### config.mk
export PLATFORM = sky130hd
export DESIGN_NAME = swd_conn_seq
export DESIGN_NICKNAME = d
export VERILOG_FILES = /design/src/rtl/swd_conn_seq.sv
export SDC_FILE = /design/constraint.sdc
export NUM_CORES = 1
export LEC_CHECK = 0
export BUFFER_PORTS_ARGS = -buffer_cell sky130_fd_sc_hd__clkbuf_2
export CAP_MARGIN = 25
export CELL_PAD_IN_SITES_DETAIL_PLACEMENT = 1
export CELL_PAD_IN_SITES_GLOBAL_PLACEMENT = 2
export CORE_MARGIN = 10
export CORE_UTILIZATION = 22
export CTS_CLUSTER_SIZE = 25
export DETAILED_ROUTE_END_ITERATION = 10
export PLACE_DENSITY = 0.87
export SLEW_MARGIN = 10
export SYNTH_ARGS = -nofsm -noshare
export SYNTH_HDL_FRONTEND = slang
export SYNTH_SLANG_ARGS = --single-unit
### constraint.sdc
create_clock -name clk -period 3.55 [get_ports clk]
set_input_delay 0.71 -clock clk [delete_from_list [all_inputs] [get_ports clk]]
set_output_delay 0.71 -clock clk [all_outputs]
set_load 0.005 [all_outputs]
### src/rtl/swd_conn_seq.sv
module swd_conn_seq #(
  parameter int RESET_LEN = 56,
  parameter int IDLE_LEN = 8,
  parameter logic [15:0] SEL_PAT = 16'hE79E
) (
  input  logic        clk,
  input  logic        rst_n,
  input  logic        start,
  input  logic [31:0] exp_id,
  output logic        swdio_o,
  output logic        swclk_en,
  output logic        cmd_valid,
  output logic        cmd_apndp,
  output logic        cmd_rnw,
  output logic [1:0]  cmd_addr,
  input  logic        rsp_valid,
  input  logic [2:0]  rsp_ack,
  input  logic [31:0] rsp_data,
  output logic        busy,
  output logic        done,
  output logic        ok,
  output logic        fail
);
  localparam int MAXLEN = (RESET_LEN > 16) ? RESET_LEN : 16;
  localparam int CW = $clog2(MAXLEN + 1);
  localparam logic [CW-1:0] RST_LAST = CW'(RESET_LEN - 1);
  localparam logic [CW-1:0] SEL_LAST = CW'(15);
  localparam logic [CW-1:0] ZER_LAST = CW'(IDLE_LEN - 1);

  typedef enum logic [2:0] {S_IDLE, S_RST1, S_SEL, S_RST2, S_ZERO, S_READ, S_FIN} st_t;

  st_t           st;
  logic [CW-1:0] cnt;
  logic          pass;

  assign swclk_en  = (st == S_RST1) || (st == S_SEL) || (st == S_RST2) || (st == S_ZERO);
  assign swdio_o   = (st == S_RST1) || (st == S_RST2) || ((st == S_SEL) && SEL_PAT[cnt[3:0]]);
  assign cmd_valid = (st == S_READ);
  assign cmd_apndp = 1'b0;
  assign cmd_rnw   = 1'b1;
  assign cmd_addr  = 2'b00;
  assign busy      = (st != S_IDLE) && (st != S_FIN);
  assign done      = (st == S_FIN);
  assign ok        = done && pass;
  assign fail      = done && !pass;

  always_ff @(posedge clk or negedge rst_n) begin
    if (!rst_n) begin
      st   <= S_IDLE;
      cnt  <= '0;
      pass <= 1'b0;
    end else begin
      case (st)
        S_IDLE, S_FIN: if (start) begin
          st   <= S_RST1;
          cnt  <= '0;
          pass <= 1'b0;
        end
        S_RST1: if (cnt == RST_LAST) begin st <= S_SEL;  cnt <= '0; end else cnt <= cnt + 1'b1;
        S_SEL:  if (cnt == SEL_LAST) begin st <= S_RST2; cnt <= '0; end else cnt <= cnt + 1'b1;
        S_RST2: if (cnt == RST_LAST) begin st <= S_ZERO; cnt <= '0; end else cnt <= cnt + 1'b1;
        S_ZERO: if (cnt == ZER_LAST) begin st <= S_READ; cnt <= '0; end else cnt <= cnt + 1'b1;
        S_READ: if (rsp_valid) begin
          st   <= S_FIN;
          pass <= (rsp_ack == 3'b001) && (rsp_data == exp_id);
        end
        default: st <= S_IDLE;
      endcase
    end
  end

  p_status_excl_r7: assert property (@(posedge clk) disable iff (!rst_n)
    !(ok && fail) && !(done && busy));

  p_read_after_stream_r6: assert property (@(posedge clk) disable iff (!rst_n)
    $fell(swclk_en) |-> cmd_valid && !$past(swdio_o));

  p_done_by_rsp_r12: assert property (@(posedge clk) disable iff (!rst_n)
    $rose(done) |-> $past(cmd_valid && rsp_valid));

  p_start_ignored_r10: assert property (@(posedge clk) disable iff (!rst_n)
    (busy && start && !cmd_valid) |=> busy);

  p_req_quiet_r6: assert property (@(posedge clk) disable iff (!rst_n)
    cmd_valid |-> !swclk_en && !swdio_o);
endmodule

==> results.py, run 1 <==
metrics = {
    "status": {
        "status": "complete, no violations",
    },
    "timing": {
        "min_period_ns": 2.44,
        "rsz0062_at_grt": "false",
        "drv_slew": 0,
        "finClkSkew_ns": 0.00417,
        "fin_ws_ns": 1.11,
        "finalCritPeriodShare": 0.687,
        "whs_ns": 0.343,
        "hold_viol_final": 0,
        "fmax_mhz": 410,
        "tns_ns": 0,
        "finalSetupViolCount": 0,
    },
    "die": {
        "num_io_pins": 82,
        "die_area_um2": 8290,
        "start_util": 0.230,
        "die_w_um": 91.0,
        "die_h_um": 91.0,
        "std_cell_rows": 25,
        "core-area_um2": 4820,
    },
    "place": {
        "place_ws_ns": 1.35,
        "numPortBuffers": 77,
        "hpwlAfterDp_um": 3560,
        "place_inst": 276,
        "gp_congestion": 0.765,
    },
    "drt": {
        "wirelength_um": 4020,
        "drt_iter0_drc": 36,
        "wl_per_cell_um": 14.4,
        "firstDrtPassIters": 3,
        "vias": 1247,
        "drc": 0,
        "viasPerCell": 4.47,
        "ant_nets": 0,
    },
    "yosys": {
        "synth_edf_count": 0,
        "syn_avg_cell_area_um2": 8.04,
        "synth_cells": 138,
        "yosys_most_used_dff": "dfrtp_1",
        "async_flop_share": 1.00,
        "ys_types": 37,
        "synth_top_family_by_area": "XOR/XNOR gates",
        "yosys.area_share.adder": 0.0225,
        "synth_seq_cells": 10,
        "muxShareOfSynthArea": 0.0304,
        "seq_area_frac_synth": 0.225,
        "synth-xor-area-share": 0.253,
        "synthSimpleGateAreaFrac": 0.218,
        "synth_compound_area_frac": 0.179,
        "synth.cell_area_um2": 1110,
        "yosysWarnings": 0,
    },
    "grt": {
        "grt_usage": 0.0972,
        "grt_pass1_vias": 1455,
        "antenna_found_initial": 0,
        "grt-ovfl-total": 0,
        "grt_max_degree": 17,
        "grt_first_pass_wirelength_um": 6730,
    },
    "flow_run": {
        "drv_cap": 0,
    },
    "worst_setup_path": {
        "crit_path_top_delay_cell": "dfrtp_1",
        "critPathTopFamily": "flip-flops",
        "worst-setup-path-type": "reg2out",
        "endpoint_kind": "output pin",
        "critPathMaxFanout": 4,
        "cp_cell_sequence": "inv_1 > ha_1 > mux2_2 > o21ai_0 > a21oi_1 > nor2_1 > clkbuf_2",
        "cp.required_ns": 2.84,
        "critPathBufInv": 2,
        "critPathLaunchType": "register",
        "slowest_delay_ns": 0.38,
        "cp_data_arrival_time_ns": 1.73,
    },
    "clocking": {
        "cts.sinks": 10,
        "cts_tree": "done",
        "cts_hold_buf": 0,
        "cts.clk_slew.worst_paths_ns": 0.05,
        "post_cts_resized": 0,
        "cts_setup_buffers": 0,
        "cts-root-buf": "clkbuf_8",
        "cts_max_path_buffers": 2,
        "clk_latency_ns": 0.24,
        "cts_buffers": 3,
        "ctsHtreeMaxLevel": 1,
    },
    "power_and_ir_drop": {
        "p_leak_nw": 0.804,
        "pwr_density_cell_nw_per_um2": 434,
        "peakVddDrop_mv": 0.132,
    },
    "finish": {
        "fin_util": 0.328,
        "multiInputGateArea_um2": 795,
        "seqCellArea_um2": 250,
        "stdcell_count": 279,
        "diodes": 0,
        "syn_to_final_growth_pct": 42.5,
        "nFillCells": 639,
        "drive_gt1_frac": 0.415,
        "nets": 287,
    },
    "worst_hold_path": {
        "min_path_type": "in2async",
    },
}
-- placed cells by master (no fill, tap or decap), types with 2 or more instances in the layout --
cell type   n
conb_1      4
clkbuf_8    3
xor2_1     30
nand3_1     6
nor3_1      3
a22o_1      2
nor2_1     11
nor4_1      8
a2111oi_1   2
o21ai_0     9
a21oi_1     4
dfrtp_1    10
clkbuf_2   77
a21o_1      2
inv_1       7
mux2_2      3
nand2_1     9
xnor2_1     2
nand4_1     2
ha_1        2
-- state kept, by name (all words and copies together), names as in the netlist --
name / cells
cnt: 6
pass: 1
st: 3
-- layer usage --
layer,up-vias,track usage,wire length [um]
met2,57,0.162,1910
li1,624,-,-
met1,561,0.102,1580
met3,5,0.0477,458
met4,0,0.0431,71
met5,-,0,0
-- path summary, 6_finish.rpt --
kind                                    start                  to  slack [ns]  cells past startpoint
hold reg to reg              pass$_DFFE_PN0P_    pass$_DFFE_PN0P_        0.53                      1
min in group clk             pass$_DFFE_PN0P_    pass$_DFFE_PN0P_        0.53                      1
hold / removal                          rst_n   st[2]$_DFFE_PN0P_        0.34                      1
setup / recovery           cnt[0]$_DFFE_PN0P_             swdio_o        1.11                      7
setup reg to reg           cnt[0]$_DFFE_PN0P_  cnt[5]$_DFFE_PN0P_        1.56                      6
max in group asynchronous               rst_n  cnt[1]$_DFFE_PN0P_        2.99                      1
-- layout make-up --
cell class | count | share of cell area
tap | 67 | 0.0530
multi-input combinational | 115 | 0.502
sequential | 10 | 0.158
inverter | 7 | 0.0166
clock buffer | 3 | 0.0261
timing repair buffer | 77 | 0.244
-- kinds of logic after synthesis --
family | Yosys count
buf+inv | 15
flops | 10
compound gates | 28
simple gates | 46
xor+xnor | 32
mux | 3
other cells | 2
fa+ha+maj | 2
-- synth_stat cells, types with 2 or more instances --
| cell type | count | area [um^2] |
|---|---|---|
| o21ai_0 | 9 | 45.0 |
| dfrtp_1 | 10 | 250 |
| conb_1 | 2 | 7.51 |
| nor4_1 | 8 | 50.1 |
| mux2_2 | 3 | 33.8 |
| clkbuf_1 | 3 | 11.3 |
| a2111oi_1 | 2 | 20.0 |
| a21o_1 | 2 | 15.0 |
| nand2_1 | 9 | 33.8 |
| ha_1 | 2 | 25.0 |
| xnor2_1 | 2 | 17.5 |
| nor2_1 | 11 | 41.3 |
| xor2_1 | 30 | 263 |
| inv_1 | 7 | 26.3 |
| nand4_1 | 2 | 12.5 |
| buf_4 | 4 | 30.0 |
| nor3_1 | 3 | 15.0 |
| nand3_1 | 6 | 30.0 |
| a22o_1 | 2 | 17.5 |
| a21oi_1 | 4 | 20.0 |
-- power breakdown --
part,switching (mW),internal (mW)
clock,0.0423,0.0741
combinational,0.169,0.166
sequential,0.0816,0.153
total,0.293,0.394
-- worst reg2reg max path, stage by stage, from the launching register on --
cell and delay (ns):
dfrtp_1 0.40, ha_1 0.28, and4bb_1 0.25, a2111oi_1 0.47, a211o_2 0.27, a21o_1 0.14
a22o_1 0.11
-- through the flow --
stage / power (mW) / cell area [um^2]
CTS: 0.696 / 1580
floorplan: 0.452 / 1120
detailed placement: 0.574 / 1540
finish: 0.686 / 1580
global placement: 0.558 / 1540
global route: 0.754 / 1580
Note: power is estimated with default switching activity, not from simulation.
==> inputs of run 2 (changes only) <==
CORE_UTILIZATION = 20   (was 22)
PLACE_DENSITY = 0.8   (was 0.87)
clock period = 2.5 ns   (was 3.55 ns; I/O delays follow)
==> run 2 against run 1 <==
  * Total power up 47%
  * Die area up 7.8%
  * Critical path depth unchanged
  * Clock-buffer cell count up 1
  * Register-to-register slack worse by 0.97 ns
  * First-iteration DRC count down 2.8%
  * Largest power group unchanged
  * Via count up 1.6%
  * Highest routed layer unchanged
==> results.py, run 2 (synthesized netlist as in run 1, its figures left out) <==
metrics = {
    "status": {
        "status": "complete, no violations",
    },
    "grt": {
        "grt_max_degree": 16,
        "grt_pass1_vias": 1439,
        "grt_first_pass_wirelength_um": 6340,
        "antenna_found_initial": 0,
        "grt_usage": 0.0881,
        "grt-ovfl-total": 0,
    },
    "power_and_ir_drop": {
        "peakVddDrop_mv": 0.215,
        "p_leak_nw": 0.817,
        "pwr_density_cell_nw_per_um2": 627,
    },
    "drt": {
        "viasPerCell": 4.43,
        "top_layer": "met4",
        "drc": 0,
        "wl_met3_um": 512,
        "wirelength_um": 3930,
        "drt_iter0_drc": 35,
        "wl_met1_um": 1480,
        "wl_per_cell_um": 13.7,
        "vias": 1267,
        "dr_wl_met2_um": 1870,
        "firstDrtPassIters": 3,
        "ant_nets": 0,
    },
    "place": {
        "hpwlAfterDp_um": 3520,
        "numPortBuffers": 77,
        "gp_congestion": 0.694,
        "place_ws_ns": 0.505,
    },
    "timing": {
        "rsz0062_at_grt": "false",
        "finalSetupViolCount": 0,
        "fmax_mhz": 450,
        "whs_ns": 0.120,
        "finClkSkew_ns": 0.00926,
        "hold_viol_final": 0,
        "min_period_ns": 2.22,
        "fin_ws_ns": 0.279,
        "finalCritPeriodShare": 0.888,
        "tns_ns": 0,
        "drv_slew": 0,
    },
    "worst_setup_path": {
        "endpoint_kind": "output pin",
        "crit_path_top_delay_cell": "dfrtp_1",
        "worstReg2RegStart": "cnt[1]$_DFFE_PN0P_",
        "critPathLaunchType": "register",
        "startpoint": "cnt[0]$_DFFE_PN0P_",
        "cp_data_arrival_time_ns": 1.72,
        "slowest_delay_ns": 0.38,
        "cp_cell_sequence": "inv_1 > ha_1 > mux2_2 > o21ai_0 > a21oi_1 > nor2_1 > clkbuf_2",
        "worst-setup-path-type": "reg2out",
        "cp.required_ns": 2.00,
        "critPathMaxFanout": 4,
    },
    "die": {
        "num_io_pins": 82,
        "core-area_um2": 5440,
        "std_cell_rows": 27,
        "start_util": 0.204,
        "die_h_um": 94.5,
        "die_w_um": 94.5,
        "die_area_um2": 8930,
    },
    "finish": {
        "final_common_cell": "clkbuf_2",
        "nets": 288,
        "drive_gt1_frac": 0.421,
        "regMostFlops": "cnt",
        "layout_common_cells": "clkbuf_2 (77), xor2_1 (30), nor2_1 (11)",
        "nFillCells": 700,
        "syn_to_final_growth_pct": 45.0,
        "reg_top3": "cnt x6, st x3, pass x1",
        "largest_register_ffs": 6,
        "diodes": 0,
    },
    "clocking": {
        "cts_hold_buf": 0,
        "post_cts_resized": 0,
        "cts_buffers": 3,
        "cts.clk_slew.worst_paths_ns": 0.05,
        "ctsHtreeMaxLevel": 1,
        "cts-root-buf": "clkbuf_8",
        "cts_max_path_buffers": 2,
        "clk_latency_ns": 0.24,
        "cts.sinks": 10,
        "cts_tree": "done",
        "cts_setup_buffers": 0,
    },
    "flow_run": {
        "drv_cap": 0,
    },
    "worst_hold_path": {
        "min_path_type": "in2async",
    },
}
[run 2: cell types whose count changed in the layout (fill, tap and decap cells not counted)]
cell / change
clkbuf_8: +1
buf_4: +1
[run 2: metal layers]
metal / global-route usage / vias up
met2: 0.138 / 55
met3: 0.0500 / 4
li1: - / 627
met5: 0 / -
met1: 0.0948 / 581
met4: 0.0411 / 0
[run 2: critical path: cells and delay by family, from the launching register on]
kind	cells	cell delay, ns
compound gates	2	0.22
flops	1	0.38
fa+ha+maj	1	0.31
mux	1	0.26
buf+inv	2	0.20
simple gates	1	0.11
[run 2: power breakdown]
group	leakage, nW	switching, mW	internal (mW)	total, mW
Combinational	0.662	0.229	0.235	0.464
Sequential	0.126	0.120	0.217	0.337
Clock	0.0288	0.0688	0.139	0.208
[run 2: final cells by class]
type	instances	area [um^2]	share of cell area
multi-input combinational	115	795	0.494
inverter	7	26.3	0.0163
clock buffer	4	55.1	0.0342
sequential	10	250	0.156
timing repair buffer	78	393	0.244
tap	72	90.1	0.0560
[run 2: worst paths after layout]
check                                     end  slack (ns)  depth (start not counted)
min reg2reg                  pass$_DFFE_PN0P_        0.53                          1
max                                   swdio_o        0.28                          7
min                        cnt[3]$_DFFE_PN0P_        0.12                          1
max reg2reg                cnt[5]$_DFFE_PN0P_        0.59                          6
min in group clk             pass$_DFFE_PN0P_        0.53                          1
max in group asynchronous  cnt[1]$_DFFE_PN0P_        2.16                          1
[run 2: through the flow]
step | area (um^2) | std cells | total power [mW] | util
global route | 1610 | 286 | 1.11 | 0.296
finish | 1610 | 286 | 1.01 | 0.296
global placement | 1550 | 282 | 0.799 | 0.286
detailed placement | 1550 | 282 | 0.812 | 0.286
floorplan | 1120 | 140 | 0.641 | -
CTS | 1610 | 286 | 1.03 | 0.296
